`src/rtl/pmu_pkg.sv`:
```
package pmu_pkg;
  localparam int unsigned DATA_W = 32;
  localparam int unsigned ADDR_W = 4;
  localparam int unsigned SEL_W  = 5;
  localparam int unsigned EV_W   = 8;

  localparam logic [ADDR_W-1:0] A_CTRL     = 4'd0;
  localparam logic [ADDR_W-1:0] A_EN_SET   = 4'd1;
  localparam logic [ADDR_W-1:0] A_EN_CLR   = 4'd2;
  localparam logic [ADDR_W-1:0] A_IRQ_SET  = 4'd3;
  localparam logic [ADDR_W-1:0] A_IRQ_CLR  = 4'd4;
  localparam logic [ADDR_W-1:0] A_OVF      = 4'd5;
  localparam logic [ADDR_W-1:0] A_SWINC    = 4'd6;
  localparam logic [ADDR_W-1:0] A_SEL      = 4'd7;
  localparam logic [ADDR_W-1:0] A_CYC      = 4'd8;
  localparam logic [ADDR_W-1:0] A_EVT_CNT  = 4'd9;
  localparam logic [ADDR_W-1:0] A_EVT_TYPE = 4'd10;

  // control bit positions
  localparam int unsigned CB_RUN      = 0;
  localparam int unsigned CB_EVT_CLR  = 1;
  localparam int unsigned CB_CYC_CLR  = 2;
  localparam int unsigned CB_DIV64    = 3;
  localparam int unsigned CB_EXPORT   = 4;
  localparam int unsigned CB_DBG_HOLD = 5;
  localparam int unsigned CB_NUM_LSB  = 11;

  localparam int unsigned CYC_BIT = 31;
  localparam int unsigned PRE_W   = 6;

  localparam logic [EV_W-1:0] EV_SOFT   = 8'h00;
  localparam logic [EV_W-1:0] EV_CLOCKS = 8'h11;
  localparam int unsigned TB_NO_PRIV = 31;
  localparam int unsigned TB_NO_USER = 30;
endpackage

```
`src/rtl/pmu_evt_ctr.sv`:
```
module pmu_evt_ctr
  import pmu_pkg::*;
#(
  parameter int unsigned NUM_SRC = 32
) (
  input  logic              clk_i,
  input  logic              rst_ni,
  input  logic              run_i,
  input  logic              en_i,
  input  logic              priv_i,
  input  logic [NUM_SRC-1:0] src_i,
  input  logic              soft_inc_i,
  input  logic              clr_i,
  input  logic              cnt_wr_i,
  input  logic              type_wr_i,
  input  logic [DATA_W-1:0] wdata_i,
  output logic [DATA_W-1:0] count_o,
  output logic [DATA_W-1:0] type_o,
  output logic              wrap_o
);
  localparam int unsigned SRC_IW = (NUM_SRC > 1) ? $clog2(NUM_SRC) : 1;

  logic [EV_W-1:0]   ev_q;
  logic              no_priv_q, no_user_q;
  logic [DATA_W-1:0] count_q;
  logic              hit, pass, inc;

  always_comb begin
    hit = 1'b0;
    if (ev_q == EV_SOFT)               hit = soft_inc_i;
    else if (ev_q == EV_CLOCKS)        hit = 1'b1;
    else if (32'(ev_q) < NUM_SRC)      hit = src_i[ev_q[SRC_IW-1:0]];
  end

  assign pass = !(no_priv_q && priv_i) && !(no_user_q && !priv_i);
  assign inc  = run_i && en_i && hit && pass;

  always_ff @(posedge clk_i or negedge rst_ni) begin
    if (!rst_ni) begin
      ev_q      <= '0;
      no_priv_q <= 1'b0;
      no_user_q <= 1'b0;
    end else if (type_wr_i) begin
      ev_q      <= wdata_i[EV_W-1:0];
      no_priv_q <= wdata_i[TB_NO_PRIV];
      no_user_q <= wdata_i[TB_NO_USER];
    end
  end

  always_ff @(posedge clk_i or negedge rst_ni) begin
    if (!rst_ni)       count_q <= '0;
    else if (clr_i)    count_q <= '0;
    else if (cnt_wr_i) count_q <= wdata_i;
    else if (inc)      count_q <= count_q + 1'b1;
  end

  assign wrap_o  = inc && !clr_i && !cnt_wr_i && (count_q == '1);
  assign count_o = count_q;
  assign type_o  = {no_priv_q, no_user_q, {(DATA_W-EV_W-2){1'b0}}, ev_q};

  AST_HOLD_WHEN_STOPPED: assert property (@(posedge clk_i) disable iff (!rst_ni)
    (!run_i && !clr_i && !cnt_wr_i) |=> (count_q == $past(count_q)));

  AST_PRIV_FILTER: assert property (@(posedge clk_i) disable iff (!rst_ni)
    (no_priv_q && priv_i && !clr_i && !cnt_wr_i) |=> (count_q == $past(count_q)));

  AST_STEP_ONE: assert property (@(posedge clk_i) disable iff (!rst_ni)
    (!clr_i && !cnt_wr_i) |=> (count_q == $past(count_q) || count_q == $past(count_q) + 1'b1));
endmodule

```
`src/rtl/pmu_cyc_ctr.sv`:
```
module pmu_cyc_ctr
  import pmu_pkg::*;
(
  input  logic              clk_i,
  input  logic              rst_ni,
  input  logic              run_i,
  input  logic              en_i,
  input  logic              div_i,
  input  logic              dbg_hold_i,
  input  logic              dbg_i,
  input  logic              clr_i,
  input  logic              wr_i,
  input  logic [DATA_W-1:0] wdata_i,
  output logic [DATA_W-1:0] count_o,
  output logic              wrap_o
);
  logic [PRE_W-1:0]  pre_q;
  logic [DATA_W-1:0] count_q;
  logic              qual, tick;

  assign qual = run_i && en_i && !(dbg_hold_i && dbg_i);
  assign tick = qual && (!div_i || (pre_q == '1));

  always_ff @(posedge clk_i or negedge rst_ni) begin
    if (!rst_ni)             pre_q <= '0;
    else if (clr_i)          pre_q <= '0;
    else if (qual && div_i)  pre_q <= pre_q + 1'b1;
  end

  always_ff @(posedge clk_i or negedge rst_ni) begin
    if (!rst_ni)    count_q <= '0;
    else if (clr_i) count_q <= '0;
    else if (wr_i)  count_q <= wdata_i;
    else if (tick)  count_q <= count_q + 1'b1;
  end

  assign wrap_o  = tick && !clr_i && !wr_i && (count_q == '1);
  assign count_o = count_q;

  AST_DIV_SPACING: assert property (@(posedge clk_i) disable iff (!rst_ni)
    (div_i && !wr_i && !clr_i) |=> (count_q == $past(count_q) || pre_q == '0));

  AST_DBG_FREEZE: assert property (@(posedge clk_i) disable iff (!rst_ni)
    (dbg_hold_i && dbg_i && !wr_i && !clr_i) |=> (count_q == $past(count_q)));
endmodule

```
`src/rtl/perf_mon_unit.sv`:
```
module perf_mon_unit
  import pmu_pkg::*;
#(
  parameter int unsigned NUM_EVT = 4,
  parameter int unsigned NUM_SRC = 32
) (
  input  logic               clk_i,
  input  logic               rst_ni,
  input  logic               reg_we_i,
  input  logic [3:0]         reg_addr_i,
  input  logic [31:0]        reg_wdata_i,
  output logic [31:0]        reg_rdata_o,
  input  logic [NUM_SRC-1:0] evt_src_i,
  input  logic               priv_i,
  input  logic               dbg_active_i,
  output logic               irq_o
);
  localparam logic [DATA_W-1:0] IMPL_MASK =
    (DATA_W'(1) << CYC_BIT) | ((DATA_W'(1) << NUM_EVT) - 1'b1);

  logic run_q, div_q, exp_q, dbg_hold_q;
  logic [DATA_W-1:0] en_q, irq_en_q, ovf_q, wrap_vec;
  logic [SEL_W-1:0]  sel_q;
  logic              sel_ok;

  logic wr_ctrl, wr_en_set, wr_en_clr, wr_irq_set, wr_irq_clr, wr_ovf;
  logic wr_swinc, wr_sel, wr_cyc, wr_ecnt, wr_etype, evt_clr, cyc_clr;

  assign wr_ctrl    = reg_we_i && (reg_addr_i == A_CTRL);
  assign wr_en_set  = reg_we_i && (reg_addr_i == A_EN_SET);
  assign wr_en_clr  = reg_we_i && (reg_addr_i == A_EN_CLR);
  assign wr_irq_set = reg_we_i && (reg_addr_i == A_IRQ_SET);
  assign wr_irq_clr = reg_we_i && (reg_addr_i == A_IRQ_CLR);
  assign wr_ovf     = reg_we_i && (reg_addr_i == A_OVF);
  assign wr_swinc   = reg_we_i && (reg_addr_i == A_SWINC);
  assign wr_sel     = reg_we_i && (reg_addr_i == A_SEL);
  assign wr_cyc     = reg_we_i && (reg_addr_i == A_CYC);
  assign wr_ecnt    = reg_we_i && (reg_addr_i == A_EVT_CNT);
  assign wr_etype   = reg_we_i && (reg_addr_i == A_EVT_TYPE);
  assign evt_clr    = wr_ctrl && reg_wdata_i[CB_EVT_CLR];
  assign cyc_clr    = wr_ctrl && reg_wdata_i[CB_CYC_CLR];
  assign sel_ok     = 32'(sel_q) < NUM_EVT;

  // control and masks
  always_ff @(posedge clk_i or negedge rst_ni) begin
    if (!rst_ni) begin
      run_q <= 1'b0; div_q <= 1'b0; exp_q <= 1'b0; dbg_hold_q <= 1'b0;
      sel_q <= '0;
    end else begin
      if (wr_ctrl) begin
        run_q      <= reg_wdata_i[CB_RUN];
        div_q      <= reg_wdata_i[CB_DIV64];
        exp_q      <= reg_wdata_i[CB_EXPORT];
        dbg_hold_q <= reg_wdata_i[CB_DBG_HOLD];
      end
      if (wr_sel) sel_q <= reg_wdata_i[SEL_W-1:0];
    end
  end

  always_ff @(posedge clk_i or negedge rst_ni) begin
    if (!rst_ni) begin
      en_q     <= '0;
      irq_en_q <= '0;
      ovf_q    <= '0;
    end else begin
      if (wr_en_set)       en_q <= en_q | (reg_wdata_i & IMPL_MASK);
      else if (wr_en_clr)  en_q <= en_q & ~reg_wdata_i;
      if (wr_irq_set)      irq_en_q <= irq_en_q | (reg_wdata_i & IMPL_MASK);
      else if (wr_irq_clr) irq_en_q <= irq_en_q & ~reg_wdata_i;
      // a new wrap wins over a same-cycle clear
      ovf_q <= (ovf_q & ~(wr_ovf ? reg_wdata_i : '0)) | wrap_vec;
    end
  end

  // event counters
  logic [DATA_W-1:0] evt_cnt  [NUM_EVT];
  logic [DATA_W-1:0] evt_type [NUM_EVT];
  logic [NUM_EVT-1:0] evt_wrap;

  for (genvar k = 0; k < NUM_EVT; k++) begin : g_evt
    logic hit_sel;
    assign hit_sel = sel_ok && (sel_q == SEL_W'(k));
    pmu_evt_ctr #(.NUM_SRC(NUM_SRC)) u_ctr (
      .clk_i      (clk_i),
      .rst_ni     (rst_ni),
      .run_i      (run_q),
      .en_i       (en_q[k]),
      .priv_i     (priv_i),
      .src_i      (evt_src_i),
      .soft_inc_i (wr_swinc && reg_wdata_i[k]),
      .clr_i      (evt_clr),
      .cnt_wr_i   (wr_ecnt && hit_sel),
      .type_wr_i  (wr_etype && hit_sel),
      .wdata_i    (reg_wdata_i),
      .count_o    (evt_cnt[k]),
      .type_o     (evt_type[k]),
      .wrap_o     (evt_wrap[k])
    );
  end

  // cycle counter
  logic [DATA_W-1:0] cyc_cnt;
  logic              cyc_wrap;

  pmu_cyc_ctr u_cyc (
    .clk_i      (clk_i),
    .rst_ni     (rst_ni),
    .run_i      (run_q),
    .en_i       (en_q[CYC_BIT]),
    .div_i      (div_q),
    .dbg_hold_i (dbg_hold_q),
    .dbg_i      (dbg_active_i),
    .clr_i      (cyc_clr),
    .wr_i       (wr_cyc),
    .wdata_i    (reg_wdata_i),
    .count_o    (cyc_cnt),
    .wrap_o     (cyc_wrap)
  );

  always_comb begin
    wrap_vec = '0;
    wrap_vec[NUM_EVT-1:0] = evt_wrap;
    wrap_vec[CYC_BIT] = cyc_wrap;
  end

  // read mux
  always_comb begin
    reg_rdata_o = '0;
    case (reg_addr_i)
      A_CTRL: begin
        reg_rdata_o[CB_RUN]      = run_q;
        reg_rdata_o[CB_DIV64]    = div_q;
        reg_rdata_o[CB_EXPORT]   = exp_q;
        reg_rdata_o[CB_DBG_HOLD] = dbg_hold_q;
        reg_rdata_o[CB_NUM_LSB +: 5] = 5'(NUM_EVT);
      end
      A_EN_SET, A_EN_CLR:   reg_rdata_o = en_q;
      A_IRQ_SET, A_IRQ_CLR: reg_rdata_o = irq_en_q;
      A_OVF:                reg_rdata_o = ovf_q;
      A_SEL:                reg_rdata_o[SEL_W-1:0] = sel_q;
      A_CYC:                reg_rdata_o = cyc_cnt;
      A_EVT_CNT:
        for (int k = 0; k < NUM_EVT; k++)
          if (sel_ok && sel_q == SEL_W'(k)) reg_rdata_o = evt_cnt[k];
      A_EVT_TYPE:
        for (int k = 0; k < NUM_EVT; k++)
          if (sel_ok && sel_q == SEL_W'(k)) reg_rdata_o = evt_type[k];
      default: reg_rdata_o = '0;
    endcase
  end

  assign irq_o = |(ovf_q & irq_en_q);

  AST_CYC_CLEAR: assert property (@(posedge clk_i) disable iff (!rst_ni)
    cyc_clr |=> (cyc_cnt == '0));

  AST_FLAG_STICKY: assert property (@(posedge clk_i) disable iff (!rst_ni)
    !wr_ovf |=> ((ovf_q & $past(ovf_q)) == $past(ovf_q)));

  AST_EN_SET_TAKES: assert property (@(posedge clk_i) disable iff (!rst_ni)
    wr_en_set |=> ((en_q & $past(reg_wdata_i) & IMPL_MASK) == ($past(reg_wdata_i) & IMPL_MASK)));

  AST_IRQ_NEEDS_EN: assert property (@(posedge clk_i) disable iff (!rst_ni)
    irq_o |-> (irq_en_q != '0));

  AST_UNIMPL_CLEAR: assert property (@(posedge clk_i) disable iff (!rst_ni)
    1'b1 |-> ((ovf_q | en_q | irq_en_q) & ~IMPL_MASK) == '0);
endmodule

```
`config.mk`:
```
export PLATFORM = sky130hd
export DESIGN_NAME = perf_mon_unit
export DESIGN_NICKNAME = d
export VERILOG_FILES = /design/src/rtl/pmu_pkg.sv /design/src/rtl/pmu_evt_ctr.sv /design/src/rtl/pmu_cyc_ctr.sv /design/src/rtl/perf_mon_unit.sv
export SDC_FILE = /design/constraint.sdc
export NUM_CORES = 1
export LEC_CHECK = 0
export ABC_CLOCK_PERIOD_IN_PS = 3300
export BUFFER_PORTS_ARGS = -buffer_cell sky130_fd_sc_hd__buf_2
export CAP_MARGIN = 40
export CORE_MARGIN = 5
export CORE_UTILIZATION = 62
export DETAILED_ROUTE_END_ITERATION = 10
export GPL_ROUTABILITY_DRIVEN = 0
export GPL_TIMING_DRIVEN = 0
export PLACE_DENSITY_LB_ADDON = 0.15
export REMOVE_ABC_BUFFERS = 1
export SLEW_MARGIN = 20
export SYNTH_ARGS = -nofsm -noshare
export SYNTH_HDL_FRONTEND = slang
export SYNTH_SLANG_ARGS = --single-unit
```
`constraint.sdc`:
```
create_clock -name clk_i -period 3.3 [get_ports clk_i]
set_input_delay 0.825 -clock clk_i [delete_from_list [all_inputs] [get_ports clk_i]]
set_output_delay 0.825 -clock clk_i [all_outputs]
set_load 0.03 [all_outputs]
```
==> impl.org <==
** Synthesis
- Synth area leaders :: dfrtp_1, o21ai_0, xor2_1
- Yosys instantiated no cell more often than dfrtp_1.
- Fraction of registers with async set/reset :: 1.00
- Leading register cell type out of synthesis :: dfrtp_1
- Of the synthesized area, sequential elements account for 0.419.
- Post-Syn Area :: 0.0186 mm²
- #FFs+latches synth :: 311
- Cell count after synthesis :: 1,982
- Synthesis instantiated 71 different standard cells from the library.
- For this run, the number of Yosys warnings is 0.
- The average instance in the mapped netlist occupies 9.37 µm².
- The share of synthesized area in the top cell type comes to 0.419.
- Number of enable flip-flop cells after synthesis :: 0
- Ranked by instance count, the synthesized netlist is headed by dfrtp_1, o21ai_0, nand2_1.
- Library cell occupying the most area in the post-synthesis netlist :: dfrtp_1

** Floorplanning
- The floorplan step set the die height to 183 µm.
- The core region is 0.0296 mm².
- From left edge to right edge, the die measures 183 µm.
- For this configuration, the core starts out at a cell density of 0.626.
- The die covers 0.0335 mm².
- The floorplan has 63 rows.
- 106 I/O pins were placed.

** Final layout
- Diode insertion count for antenna repair :: 0
- The area growth from synthesis to layout is 23.8%.
- The final layout contains 2,181 nets.
- Once layout is complete, the utilization of the core stands at 0.775.
- Proportion of layout cells with a drive suffix above 1 :: 0.252

** Detailed routing
- The detail route stage leaves a number of antenna-violating nets equal to 0.
- Total Routed Length :: 70,800 µm
- Number of vias after detailed routing :: 18,600
- Violation count after the first detailed-route iteration :: 2,882
- After detailed routing, the number of vias per cell comes to 7.40.
- After detailed routing, the number of remaining DRC violations is 0.
- After detailed routing, the average wire length per cell comes to 28.2 µm.
- Number of iterations in the first detailed-routing pass :: 9

** Critical path
- Critical Path, Cell by Cell :: buf_12, buf_4, nor2_1, a21boi_4, buf_6, a222oi_1, o21ai_1, a2111o_1, buf_6
- The slowest stage of the critical path belongs to the cell a222oi_1.
- On the critical path the largest part of the delay comes from compound AO/OA/AOI/OAI gates.
- Among the stages of the critical path, the cell type that occurs most often is buf_6.
- The worst setup path is launched from an input pin.
- The critical path contains buffers and inverters numbering 4 combined.
- Data on the critical path is required at its endpoint by 2.47 ns.
- The worst setup path is captured at an output pin.
- Crit path largest cell delay :: 0.53 ns
- Critical path arrival :: 2.80 ns
- Of all nets on the critical path, the largest fanout is 7.
- The critical path is of the in2out type.

** Status
- Status :: finished with violations
- Failing checks :: negative setup slack

** STA
- Post-Route Hold Slack :: 0.322 ns
- Post-layout minimum cycle time :: 3.63 ns
- Skew final :: 0.0218 ns
- Fin. max-slew vios :: 0
- Relative max-transition margin :: 0.394
- Transition time at the pin with the least slew margin :: 0.902 ns
- Least setup slack across all paths after layout :: -0.329 ns
- Count of endpoints failing hold in the final timing report :: 0
- Fin crit share :: 1.10
- For this run, the top clock speed supported by timing is 0.276 GHz.
- Count of endpoints failing setup in the final report :: 28
- RSZ-0062 raised after global routing :: yes

** GRT
- Entering global routing, the biggest net connects 90 pins.
- Aggregate global routing overflow :: 0
- Wire length of the first global-routing pass :: 104,000 µm
- Across every metal layer, demand over resource in global routing totals 0.395.
- The number of global-route vias before repair is 17,700.
- Antenna violations before repair :: 2

** Clocking
- For the worst-skew pair, the clock arrives at the later sink with an insertion delay of 0.53 ns.
- CTS tree :: built
- Largest buffer count on any clock path :: 3
- The root buffer cell chosen for the clock tree is clkbuf_16.
- Clock slew seen by the registers of the worst setup and hold paths :: 0.05 ns
- Cts bufs inserted :: 36
- The clock drives 311 sinks.
- CTS built an H-tree with a depth of 2.

** Power and ir drop
- Ratio of total power to cell area :: 532 mW/mm²
- IR analysis of the VDD net gives a maximum drop of 0.361 mV.
- Reported leakage power :: 9.54 nW

** Placement
- During placement, the flow inserted port buffers numbering 105.
- Once detailed placement completed, the half-perimeter wirelength came to 44,300 µm.

** Job
- Max_cap viols :: 0

** Min path
- Worst Hold Class :: in2async
==> state kept, by name, indices dropped and copies added (netlist names), 4 cells and up, named ones only <==
| signal | count |
|---|---|
| g_evt.u_ctr.ev_q | 32 |
| u_cyc.count_o | 32 |
| en_q | 27 |
| g_evt.u_ctr.no_user_q | 4 |
| g_evt.u_ctr.no_priv_q | 4 |
| g_evt.u_ctr.count_o | 128 |
| ovf_q | 32 |
| irq_en_q | 27 |
| u_cyc.pre_q | 6 |
| sel_q | 5 |
==> report_power, final <==
group	internal, mW	switching (mW)
combinational	1.42	1.73
sequential	4.37	0.914
clock	2.16	1.64
==> metrics by stage <==
stage | setup TNS (ns) | instances | power [mW] | area, µm² | setup slack (ns)
after global routing | -3.83 | 2513 | 12.6 | 23000 | -0.288
after detailed placement | -44.72 | 2369 | 7.52 | 19600 | -0.720
final | -2.97 | 2513 | 12.2 | 23000 | -0.329
after floorplan | -491.92 | 1833 | 6.47 | 18000 | -4.60
after CTS | -2.02 | 2474 | 11.6 | 21900 | -0.145
after global placement | -2819.57 | 2328 | 7.32 | 19000 | -10.47
==> final cells by class <==
cell class / count / area (µm²)
Multi-Input combinational cell: 1505 / 11200
Fill cell: 1891 / 6670
Tap cell: 390 / 488
Sequential cell: 311 / 7800
Clock inverter: 6 / 70.1
Timing Repair Buffer: 229 / 2350
Clock buffer: 53 / 995
Inverter: 19 / 71.3
==> cell families (layout without fill, tap and decap cells) <==
| kind of cell | after synthesis | after routing | share of synthesized area |
|---|---|---|---|
| multiplexers | 95 | 95 | 0.0775 |
| buffers and inverters | 168 | 307 | 0.0368 |
| adder cells (fa/ha/maj) | 6 | 6 | 0.00404 |
| AND/OR/NAND/NOR | 634 | 636 | 0.177 |
| AO/OA/AOI/OAI | 624 | 624 | 0.218 |
| XOR/XNOR | 144 | 144 | 0.0679 |
| flip-flops | 311 | 311 | 0.419 |
==> what timing repair did <==
action	CTS	global route
gates cloned	2	8
buffers inserted	44	28
endpoints found under the hold margin	0	0
gates resized for setup	215	138
setup endpoints to repair	52	63
pin swaps	44	49
hold buffers	0	0
==> routing by layer <==
metal / share of wire / routed length (µm) / vias to the layer above / track usage
met3: 0.14 / 9860 / 366 / 0.112
met2: 0.44 / 30900 / 1440 / 0.592
met1: 0.36 / 25400 / 9082 / 0.539
met5: 0.00076 / 54 / - / 0
li1: - / - / 7693 / -
met4: 0.064 / 4510 / 4 / 0.176
==> worst paths after layout <==
path                                        start                         end  slack [ns]  depth (start not counted)
setup reg to reg           g_evt[0].u_ctr.ev_q[6]  g_evt[0].u_ctr.count_o[20]       -0.01                          7
hold / removal                             rst_ni      g_evt[3].u_ctr.ev_q[4]        0.32                          1
setup / recovery                    reg_addr_i[2]              reg_rdata_o[7]       -0.33                          9
hold reg to reg                          en_q[14]                    en_q[14]        0.49                          1
min in group clk_i                       en_q[14]                    en_q[14]        0.49                          1
max in group asynchronous                  rst_ni                    sel_q[4]        1.81                          3
==> cell usage in the layout, fill, tap and decap left out, types with 17 or more instances in the layout <==
cell,instances
a211oi_1,35
a21boi_0,56
a21oi_1,121
a222oi_1,30
a22o_1,19
a22oi_1,42
a32oi_4,21
and3_1,46
and4_1,19
buf_12,21
buf_2,74
buf_4,58
buf_6,51
clkbuf_16,44
dfrtp_1,301
inv_1,18
mux2_2,44
mux2i_1,17
mux4_2,32
nand2_1,142
nand3_1,73
nand3_2,32
nand4_1,71
nor2_1,112
nor3_1,24
o21a_1,27
o21ai_0,154
o21ai_2,31
xnor2_1,39
xor2_1,105
No activity file was read; power rests on OpenSTA's default activity.
